==> src/rtl/dstat_pkg.sv <==
package dstat_pkg;
    localparam int DEF_STAT_W = 32;
    localparam int DEF_RD_W   = 64;

    // Position of the imprecise flag: the top bit of the register
    function automatic int imp_pos(input int w);
        return w - 1;
    endfunction

    // Position of the unconditional-event bit: just below the imprecise flag
    function automatic int unc_pos(input int w);
        return w - 2;
    endfunction
endpackage

==> src/rtl/dstat_evt_merge.sv <==
module dstat_evt_merge
    import dstat_pkg::*;
#(
    parameter int STAT_W = DEF_STAT_W
) (
    input  logic [STAT_W-2:0] evt_set_i,
    input  logic              dbg_en_i,
    output logic [STAT_W-1:0] set_vec_o
);
    localparam int EVT_W = STAT_W - 1;
    localparam int IMP   = imp_pos(STAT_W);

    // Hardware-sourced bits map one to one onto their strobes
    for (genvar k = 0; k < EVT_W; k++) begin : g_evt
        assign set_vec_o[k] = evt_set_i[k];
    end

    // The imprecise flag comes only from real event strobes, never from itself
    assign set_vec_o[IMP] = (|evt_set_i) & ~dbg_en_i;
endmodule

==> src/rtl/dstat_core.sv <==
module dstat_core
    import dstat_pkg::*;
#(
    parameter int STAT_W = DEF_STAT_W
) (
    input  logic              clk,
    input  logic              rst_n,
    input  logic [STAT_W-1:0] set_vec_i,
    input  logic              wr_en_i,
    input  logic [STAT_W-1:0] wr_mask_i,
    output logic [STAT_W-1:0] stat_o
);
    typedef struct packed {
        logic [STAT_W-1:0] stat;
    } state_t;

    state_t            st_d, st_q;
    logic [STAT_W-1:0] clr_d;

    always_comb begin
        st_d  = st_q;
        clr_d = wr_en_i ? wr_mask_i : '0;
        // Clear first, then set, so a same-cycle set wins
        st_d.stat = (st_q.stat & ~clr_d) | set_vec_i;
    end

    always_ff @(posedge clk) begin
        if (!rst_n) st_q <= '0;
        else        st_q <= st_d;
    end

    assign stat_o = st_q.stat;

    // every requested set is visible after the edge, clear or not
    p_set_lands_r2: assert property (@(posedge clk) disable iff (!rst_n)
        1'b1 |=> ((stat_o & $past(set_vec_i)) == $past(set_vec_i)));

    p_set_wins_r5: assert property (@(posedge clk) disable iff (!rst_n)
        (wr_en_i && (wr_mask_i & set_vec_i) != '0)
        |=> ((stat_o & $past(wr_mask_i & set_vec_i)) == $past(wr_mask_i & set_vec_i)));

    // masked bits without a competing set are 0 after a write
    p_clear_r3: assert property (@(posedge clk) disable iff (!rst_n)
        wr_en_i |=> ((stat_o & $past(wr_mask_i & ~set_vec_i)) == '0));

    // with no write, no bit can fall
    p_hold_r4: assert property (@(posedge clk) disable iff (!rst_n)
        !wr_en_i |=> ((stat_o & $past(stat_o)) == $past(stat_o)));
endmodule

==> src/rtl/dstat_rdext.sv <==
module dstat_rdext
    import dstat_pkg::*;
#(
    parameter int STAT_W = DEF_STAT_W,
    parameter int RD_W   = DEF_RD_W
) (
    input  logic [STAT_W-1:0] stat_i,
    output logic [RD_W-1:0]   rd_o
);
    for (genvar i = 0; i < RD_W; i++) begin : g_ext
        if (i < STAT_W) begin : g_bit
            assign rd_o[i] = stat_i[i];
        end else begin : g_zero
            assign rd_o[i] = 1'b0;
        end
    end
endmodule

==> src/rtl/dbg_status_reg.sv <==
module dbg_status_reg
    import dstat_pkg::*;
#(
    parameter int STAT_W = DEF_STAT_W,
    parameter int RD_W   = DEF_RD_W
) (
    input  logic              clk,
    input  logic              rst_n,
    input  logic [STAT_W-2:0] evt_set_i,
    input  logic              dbg_en_i,
    input  logic              wr_en_i,
    input  logic [STAT_W-1:0] wr_mask_i,
    output logic [RD_W-1:0]   rd_data_o
);
    localparam int IMP = imp_pos(STAT_W);
    localparam int UNC = unc_pos(STAT_W);

    logic [STAT_W-1:0] set_vec;
    logic [STAT_W-1:0] stat;

    dstat_evt_merge #(.STAT_W(STAT_W)) u_merge (
        .evt_set_i (evt_set_i),
        .dbg_en_i  (dbg_en_i),
        .set_vec_o (set_vec)
    );

    dstat_core #(.STAT_W(STAT_W)) u_core (
        .clk       (clk),
        .rst_n     (rst_n),
        .set_vec_i (set_vec),
        .wr_en_i   (wr_en_i),
        .wr_mask_i (wr_mask_i),
        .stat_o    (stat)
    );

    dstat_rdext #(.STAT_W(STAT_W), .RD_W(RD_W)) u_rd (
        .stat_i (stat),
        .rd_o   (rd_data_o)
    );

    // an event taken with debug disabled raises the imprecise flag
    p_imp_set_r6: assert property (@(posedge clk) disable iff (!rst_n)
        ((|evt_set_i) && !dbg_en_i) |=> rd_data_o[IMP]);

    // the unconditional strobe lands in its own bit
    p_unc_set_r7: assert property (@(posedge clk) disable iff (!rst_n)
        evt_set_i[UNC] |=> rd_data_o[UNC]);

    // with no strobes, a cleared imprecise flag stays cleared
    p_imp_quiet_r9: assert property (@(posedge clk) disable iff (!rst_n)
        (!rd_data_o[IMP] && evt_set_i == '0) |=> !rd_data_o[IMP]);

    // upper half of the read word is always zero
    always_comb begin
        if (rst_n) begin
            p_rd_upper_r8: assert (rd_data_o[RD_W-1:STAT_W] == '0);
        end
    end
endmodule

==> config.mk <==
export PLATFORM = sky130hd
export DESIGN_NAME = dbg_status_reg
export DESIGN_NICKNAME = d
export VERILOG_FILES = /design/src/rtl/dstat_pkg.sv /design/src/rtl/dstat_evt_merge.sv /design/src/rtl/dstat_core.sv /design/src/rtl/dstat_rdext.sv /design/src/rtl/dbg_status_reg.sv
export SDC_FILE = /design/constraint.sdc
export NUM_CORES = 1
export LEC_CHECK = 0
export BUFFER_PORTS_ARGS = -buffer_cell sky130_fd_sc_hd__buf_2
export CORE_MARGIN = 2
export CORE_UTILIZATION = 37
export CTS_CLUSTER_SIZE = 12
export DETAILED_ROUTE_END_ITERATION = 8
export HOLD_SLACK_MARGIN = 0.12
export PLACE_DENSITY = 0.8
export SLEW_MARGIN = 20
export SYNTH_ARGS = -nofsm -noshare
export SYNTH_HDL_FRONTEND = slang
export SYNTH_SLANG_ARGS = --single-unit
==> constraint.sdc <==
create_clock -name clk -period 1 [get_ports clk]
set_input_delay 0.1 -clock clk [delete_from_list [all_inputs] [get_ports clk]]
set_output_delay 0.1 -clock clk [all_outputs]
set_load 0.05 [all_outputs]
==> results of run 1 <==
==> final cells by class <==
type / instances / share of cell area
clock inverters: 3 / 0.00788
clock buffers: 5 / 0.0289
multi-input cells: 139 / 0.289
well taps: 48 / 0.0252
flip-flops and latches: 32 / 0.269
repair buffers: 133 / 0.380
==> power by group through the flow <==
stage	Combinational [mW]	Clock [mW]	Sequential, mW
after detailed placement	1.02	0	1.44
after global placement	1.01	0	1.43
after global routing	1.23	1.05	1.42
after CTS	1.12	0.999	1.41
final	1.16	0.956	1.42
after floorplan	0.512	0	1.76
==> metal layers <==
metal | part of all wire | GRT usage | vias to the layer above | wire length, um
li1 | - | - | 784 | -
met1 | 0.38 | 0.206 | 687 | 1630
met2 | 0.51 | 0.347 | 106 | 2160
met3 | 0.094 | 0.0400 | 7 | 400
met4 | 0.014 | 0.0765 | 0 | 58
met5 | 0 | 0 | - | 0
==> path summary, 6_finish.rpt <==
path,startpoint,end,depth (start not counted)
setup / recovery,u_core.stat_o[25],rd_data_o[25],1
hold / removal,wr_mask_i[7],u_core.stat_o[7],4
setup reg to reg,u_core.stat_o[11],u_core.stat_o[11],2
hold reg to reg,u_core.stat_o[31],u_core.stat_o[31],2
==> stage by stage <==
step           setup TNS (ns)  total power, mW  hold slack, ns  std cells  utilization
3_5_place_dp           -0.171             2.46           0.356        324        0.519
6_report                    0             3.53           0.139        360        0.636
5_1_grt                     0             3.71           0.147        360        0.636
4_1_cts                     0             3.53           0.133        360        0.621
3_3_place_gp           -0.225             2.45           0.345        324        0.519
2_1_floorplan               0             2.27           0.228        209            -
==> repair_timing <==
action | CTS | global route
endpoints found under the hold margin | 27 | 0
hold buffers | 28 | 0
endpoints found under the setup margin | 5 | 23
gates resized for setup | 5 | 25
==> synth_stat cells <==
library cell	number	area, um^2
dfxtp_1	32	641
nor3_1	1	5.00
nor2b_1	31	194
a21oi_1	31	155
o21bai_1	1	7.51
a21boi_1	1	7.51
conb_1	1	3.75
nand2_1	33	124
nand4_1	2	12.5
buf_2	3	15.0
clkbuf_1	3	11.3
nor4_1	4	25.0
nor4_2	3	37.5
buf_4	32	240
==> kinds of logic (layout without fill, tap and decap cells) <==
kind of cell / Yosys count / in the layout / synth area share
DFF: 32 / 32 / 0.433
buffers and inverters: 38 / 141 / 0.180
and+or+nand+nor: 74 / 74 / 0.269
AOI/OAI and AO/OA: 33 / 33 / 0.115
other: 1 / 32 / 0.00254
==> tightest hold or removal path, delay by kind of cell <==
family	cells	cell delay [ns]
buffers and inverters	1	0.09
and+or+nand+nor	2	0.14
AOI/OAI and AO/OA	1	0.06
==> flow_summary.json, run 1 <==
{
  "status": "finished clean",
  "wl_um": 4240,
  "num_rows": 22,
  "combPwrFrac": 0.328,
  "io_pins": 131,
  "htreeDepth": 2,
  "multi_input_area_um2": 688,
  "antenna_cells": 0,
  "swShare": 0.373,
  "place_congestion": 0.695,
  "antenna_left": 0,
  "grt_max_degree": 33,
  "synth-seq-area-share": 0.433,
  "leakagePower_nw": 1.19,
  "intPower_mw": 2.21,
  "yosys_warnings": 0,
  "layout-drive-gt1-share": 0.372,
  "via_count": 1584,
  "crit_fanout": 2,
  "slew_viol_final": 0,
  "post-cts-setup-buffer-count": 0,
  "crit_path_cell_trace": "buf_2",
  "synth.distinct_cells": 14,
  "pwr-share-seq": 0.401,
  "grt_use_total": 0.187,
  "first_pass_iters": 4,
  "final_common_cell": "buf_2",
  "clockPowerShare": 0.271,
  "cpLargestDelayFamily": "flip-flops",
  "synthCells": 178,
  "portBuffers": 98,
  "finalCritPeriodShare": 0.966,
  "core_area_mm2": 0.00374,
  "clk_pin_slew_worst_paths_ns": 0.07,
  "final_cell_area_mm2": 0.00238,
  "largest_register_ffs": 32,
  "antenna_found_initial": 0,
  "numCtsBuffers": 5,
  "hold_violations": 0,
  "clockBufferDepth": 2,
  "layout.nets": 378,
  "max_cap_violations": 0,
  "crit_arrival_ns": 0.87,
  "die_w_um": 67.2,
  "final.min_clock_period_ns": 0.966,
  "grt_pass1_wl_um": 6270,
  "finalClockSkew_ns": 0,
  "initial_core_util": 0.395,
  "ff2ff_setup_slack_ns": 0.32,
  "setup.worst_path.start_class": "flip-flop",
  "syn2layout_area_growth_pct": 61.1,
  "detail_route.iter0.violations": 35,
  "path_buf_inv": 1,
  "grt_pass1_vias": 1476,
  "postSynthAreaPerCell_um2": 8.31,
  "worstSetupPathType": "reg2out",
  "drc": 0,
  "dp_slack_ns": -0.171,
  "slowest_stage": "dfxtp_1",
  "max_stage_delay_ns": 0.33,
  "p_per_area_mw_per_mm2": 1480,
  "viasPerCell": 4.40,
  "wl_per_cell_um": 11.8,
  "clock.fmax_mhz": 1030,
  "die_height_um": 67.2,
  "grt.overflow.total": 0,
  "endpoint_kind": "output pin",
  "dieArea_mm2": 0.00452,
  "rsz0062_at_grt": "no",
  "power.switching_mw": 1.31,
  "seq_area_um2": 641,
  "setup_viol": 0,
  "fin_ws_ns": 0.0337,
  "synth_seq_cells": 32,
  "hpwl_um": 2780,
  "ir_drop_uv": 851,
  "final_cell_mix": "buf_2 (70), nand2_1 (33), conb_1 (32), dfxtp_1 (32)",
  "cts_root_buf": "clkbuf_8",
  "place_area_mm2": 0.00194,
  "synth_area_mm2": 0.00148,
  "clock-sinks": 32,
  "clkLatencyLatePin_ns": 0.28,
  "nFillCells": 293,
  "cts_tree": "built",
  "worstPathRequired_ns": 0.90,
  "hold_class": "in2reg"
}
Power figures use the tool's default switching activity.
==> inputs of run 2 (changes only) <==
CORE_UTILIZATION = 30   (was 37)
PLACE_DENSITY = 0.67   (was 0.8)
RECOVER_POWER = 50   (was default)
==> flow_summary.json, run 2 (same netlist as run 1, synthesis figures left out) <==
{
  "clockPowerShare": 0.290,
  "antenna_left": 0,
  "status": "finished clean",
  "ir_drop_uv": 685,
  "clock-sinks": 32,
  "whs_ns": 0.143,
  "hold_violations": 0,
  "utilization": 0.518,
  "seq_area_um2": 641,
  "first_pass_iters": 2,
  "finalClockSkew_ns": 0,
  "initial_core_util": 0.313,
  "path_buf_inv": 1,
  "die_height_um": 74.2,
  "finalCritPeriodShare": 0.981,
  "clockBufferDepth": 2,
  "slowest_stage": "dfxtp_1",
  "layout-drive-gt1-share": 0.378,
  "drc": 0,
  "wl_per_cell_um": 11.0,
  "numCtsBuffers": 5,
  "layout.nets": 381,
  "portBuffers": 98,
  "grt_pass1_vias": 1404,
  "antenna_cells": 0,
  "io_pins": 131,
  "combPwrFrac": 0.321,
  "via_count": 1555,
  "grt_max_degree": 32,
  "leakagePower_nw": 1.20,
  "hpwl_um": 2900,
  "setup_viol": 0,
  "dp_slack_ns": -0.256,
  "place_area_mm2": 0.00201,
  "setup.worst_path.start_class": "flip-flop",
  "crit_path_cell_trace": "clkbuf_4",
  "worstSetupPathType": "reg2out",
  "final.min_clock_period_ns": 0.981,
  "hold_class": "in2reg",
  "final_cell_area_mm2": 0.00245,
  "max_cap_violations": 0,
  "clk_pin_slew_worst_paths_ns": 0.07,
  "swShare": 0.368,
  "dieArea_mm2": 0.00551,
  "htreeDepth": 2,
  "cts_root_buf": "clkbuf_8",
  "endpoint_kind": "output pin",
  "pwr-share-seq": 0.389,
  "total_power_mw": 3.63,
  "grt.overflow.total": 0,
  "detail_route.iter0.violations": 13,
  "num_rows": 25,
  "grt_pass1_wl_um": 6250,
  "place_congestion": 0.698,
  "antenna_found_initial": 0,
  "die_w_um": 74.2,
  "wl_um": 4180,
  "power.switching_mw": 1.34,
  "grt_use_total": 0.152,
  "largest_register_ffs": 32,
  "crit_arrival_ns": 0.88,
  "core_area_mm2": 0.00472,
  "cts_tree": "built",
  "final_common_cell": "buf_2",
  "clock.fmax_mhz": 1020,
  "max_stage_delay_ns": 0.36,
  "viasPerCell": 4.07,
  "final_cell_mix": "buf_2 (67), nand2_1 (33), conb_1 (32), dfxtp_1 (32)",
  "crit_fanout": 2,
  "slew_viol_final": 0,
  "cpLargestDelayFamily": "flip-flops",
  "clkLatencyLatePin_ns": 0.28,
  "worstPathRequired_ns": 0.90,
  "syn2layout_area_growth_pct": 65.4,
  "p_per_area_mw_per_mm2": 1490,
  "fin_ws_ns": 0.0195,
  "nFillCells": 440,
  "intPower_mw": 2.30,
  "multi_input_area_um2": 694
}
[run 2: stage by stage]
step | std cells | setup TNS, ns
after floorplan | 209 | 0
after global placement | 347 | -0.261
after detailed placement | 347 | -0.256
after CTS | 382 | 0
after global routing | 382 | -0.0191
final | 382 | 0
[run 2: final cells by class]
cell class / instances / area share
timing repair buffer: 136 / 0.380
multi-input combinational: 139 / 0.284
sequential: 32 / 0.262
tap: 67 / 0.0343
clock buffer: 6 / 0.0338
clock inverter: 2 / 0.00614
[run 2: what timing repair did]
item / 4_1_cts / 5_1_grt
buffers inserted: 0 / 0
endpoints found under the setup margin: 5 / 25
resized for setup: 5 / 28
hold buffers: 27 / 0
hold endpoints to repair: 25 / 0
[run 2: power groups by stage]
stage / Combinational (mW) / Clock [mW] / Sequential [mW]
2_1_floorplan: 0.512 / 0 / 1.76
3_3_place_gp: 1.04 / 0 / 1.43
3_5_place_dp: 1.05 / 0 / 1.44
4_1_cts: 1.13 / 1.10 / 1.41
5_1_grt: 1.24 / 1.17 / 1.42
6_report: 1.17 / 1.05 / 1.41
[run 2: path summary, 6_finish.rpt]
| path | depth (start not counted) | start | slack [ns] | endpoint |
|---|---|---|---|---|
| worst max register to register | 2 | u_core.stat_o[11] | 0.36 | u_core.stat_o[11] |
| worst min register to register | 2 | u_core.stat_o[31] | 0.47 | u_core.stat_o[31] |
| worst min-delay path | 4 | wr_mask_i[18] | 0.14 | u_core.stat_o[18] |
| worst max-delay path | 1 | u_core.stat_o[3] | 0.02 | rd_data_o[3] |
[run 2: layer usage]
layer | vias to the layer above | wire [um] | global-route usage | share of wire
met5 | - | 0 | 0 | 0
met4 | 0 | 27 | 0.0476 | 0.0065
met3 | 4 | 378 | 0.0488 | 0.090
met2 | 91 | 2090 | 0.274 | 0.50
met1 | 668 | 1690 | 0.169 | 0.40
li1 | 792 | - | - | -
==> inputs of run 3 (changes only) <==
clock period = 1.1 ns   (was 1 ns; I/O delays follow)
==> flow_summary.json, run 3 (same netlist as run 1, synthesis figures left out) <==
{
  "status": "finished clean",
  "crit_path_cell_trace": "buf_2",
  "dp.cells": 339,
  "dieArea_mm2": 0.00551,
  "antenna_left": 0,
  "wl_um": 4160,
  "htreeDepth": 2,
  "clock.fmax_mhz": 1000,
  "layout.nets": 376,
  "place_congestion": 0.685,
  "slowest_stage": "dfxtp_1",
  "worstSetupPathType": "reg2out",
  "fin_ws_ns": 0.102,
  "endpoint_kind": "output pin",
  "cts_tree": "built",
  "dp_slack_ns": -0.0666,
  "setup_viol": 0,
  "antenna_found_initial": 0,
  "hpwl_um": 2820,
  "final_cell_mix": "buf_2 (75), nand2_1 (33), conb_1 (32), dfxtp_1 (32)",
  "drc": 0,
  "final_common_cell": "buf_2",
  "crit_fanout": 2,
  "largest_register_ffs": 32,
  "viasPerCell": 4.07,
  "detail_route.iter0.violations": 10,
  "crit_arrival_ns": 0.89,
  "path_buf_inv": 1,
  "die_w_um": 74.2,
  "p_per_area_mw_per_mm2": 1400,
  "core_area_mm2": 0.00472,
  "setup.worst_path.start_class": "flip-flop",
  "whs_ns": 0.125,
  "finalCritPeriodShare": 0.907,
  "nFillCells": 433,
  "antenna_cells": 0,
  "grt_pass1_wl_um": 6160,
  "total_power_mw": 3.25,
  "wl_per_cell_um": 11.1,
  "utilization": 0.491,
  "hold_violations": 0,
  "tns_ns": 0,
  "grt_use_total": 0.150,
  "portBuffers": 98,
  "final_cells": 376,
  "hold_class": "in2reg",
  "top_layer_used": "met4",
  "worstPathRequired_ns": 0.99,
  "clkLatencyLatePin_ns": 0.27,
  "grt_pass1_vias": 1431,
  "numCtsBuffers": 5,
  "clk_pin_slew_worst_paths_ns": 0.06,
  "layout-drive-gt1-share": 0.291,
  "io_pins": 131,
  "syn2layout_area_growth_pct": 56.8,
  "clock-sinks": 32,
  "initial_core_util": 0.313,
  "num_rows": 25,
  "route.met2.wl_um": 2080,
  "rsz0062_at_grt": "no",
  "final.min_clock_period_ns": 0.998,
  "cpLargestDelayFamily": "flip-flops",
  "finalClockSkew_ns": 0,
  "grt_max_degree": 33,
  "wl_met1_um": 1670,
  "die_height_um": 74.2,
  "cts_root_buf": "clkbuf_8",
  "via_count": 1531,
  "max_cap_violations": 0,
  "clockBufferDepth": 2,
  "final_cell_area_mm2": 0.00232,
  "ir_drop_uv": 683,
  "first_pass_iters": 4,
  "max_stage_delay_ns": 0.34,
  "dr_wl_met3_um": 363,
  "post-cts-setup-buffer-count": 0,
  "place_area_mm2": 0.00194,
  "grt.overflow.total": 0,
  "slew_viol_final": 0,
  "leakagePower_nw": 1.12
}
## run 3: cell types whose count changed in the layout (fill, tap and decap cells not counted), moves of 2 or more
cell           change
dlygate4sd3_1      +4
buf_4             -15
clkbuf_4          -21
clkbuf_1          +19
clkinvlp_4         -2
buf_2              +8
## run 3: path summary, 6_finish.rpt
path,start,end,slack (ns),cells past startpoint
worst max-delay path,u_core.stat_o[8],rd_data_o[8],0.10,1
worst min-delay path,evt_set_i[28],u_core.stat_o[28],0.12,3
worst max register to register,u_core.stat_o[4],u_core.stat_o[4],0.47,2
worst min register to register,u_core.stat_o[31],u_core.stat_o[31],0.47,2
## run 3: repair_timing
| item | CTS | global route |
|---|---|---|
| hold buffers | 31 | 0 |
| endpoints found under the setup margin | 0 | 1 |
| resized for setup | 0 | 1 |
| hold endpoints to repair | 30 | 0 |
## run 3: report_power, final
group	switching (mW)	total, mW	internal [mW]
combinational	0.718	1.00	0.282
clock	0.406	0.963	0.557
sequential	0.0408	1.28	1.24
total	1.16	3.25	2.08
## run 3: final cells by class
class | count | area (um^2) | area share
tap | 67 | 83.8 | 0.0362
timing repair buffer | 131 | 805 | 0.347
clock buffer | 7 | 96.3 | 0.0416
sequential | 32 | 641 | 0.276
multi-input combinational | 139 | 693 | 0.299
## run 3: worst min-delay path: stages
cell     delay, ns
buf_2         0.10
a21oi_1       0.04
nor2b_1       0.11
## run 3: layer usage
layer	vias up	track usage
li1	779	-
met1	652	0.163
met2	93	0.275
met3	7	0.0434
met4	0	0.0595
met5	-	0
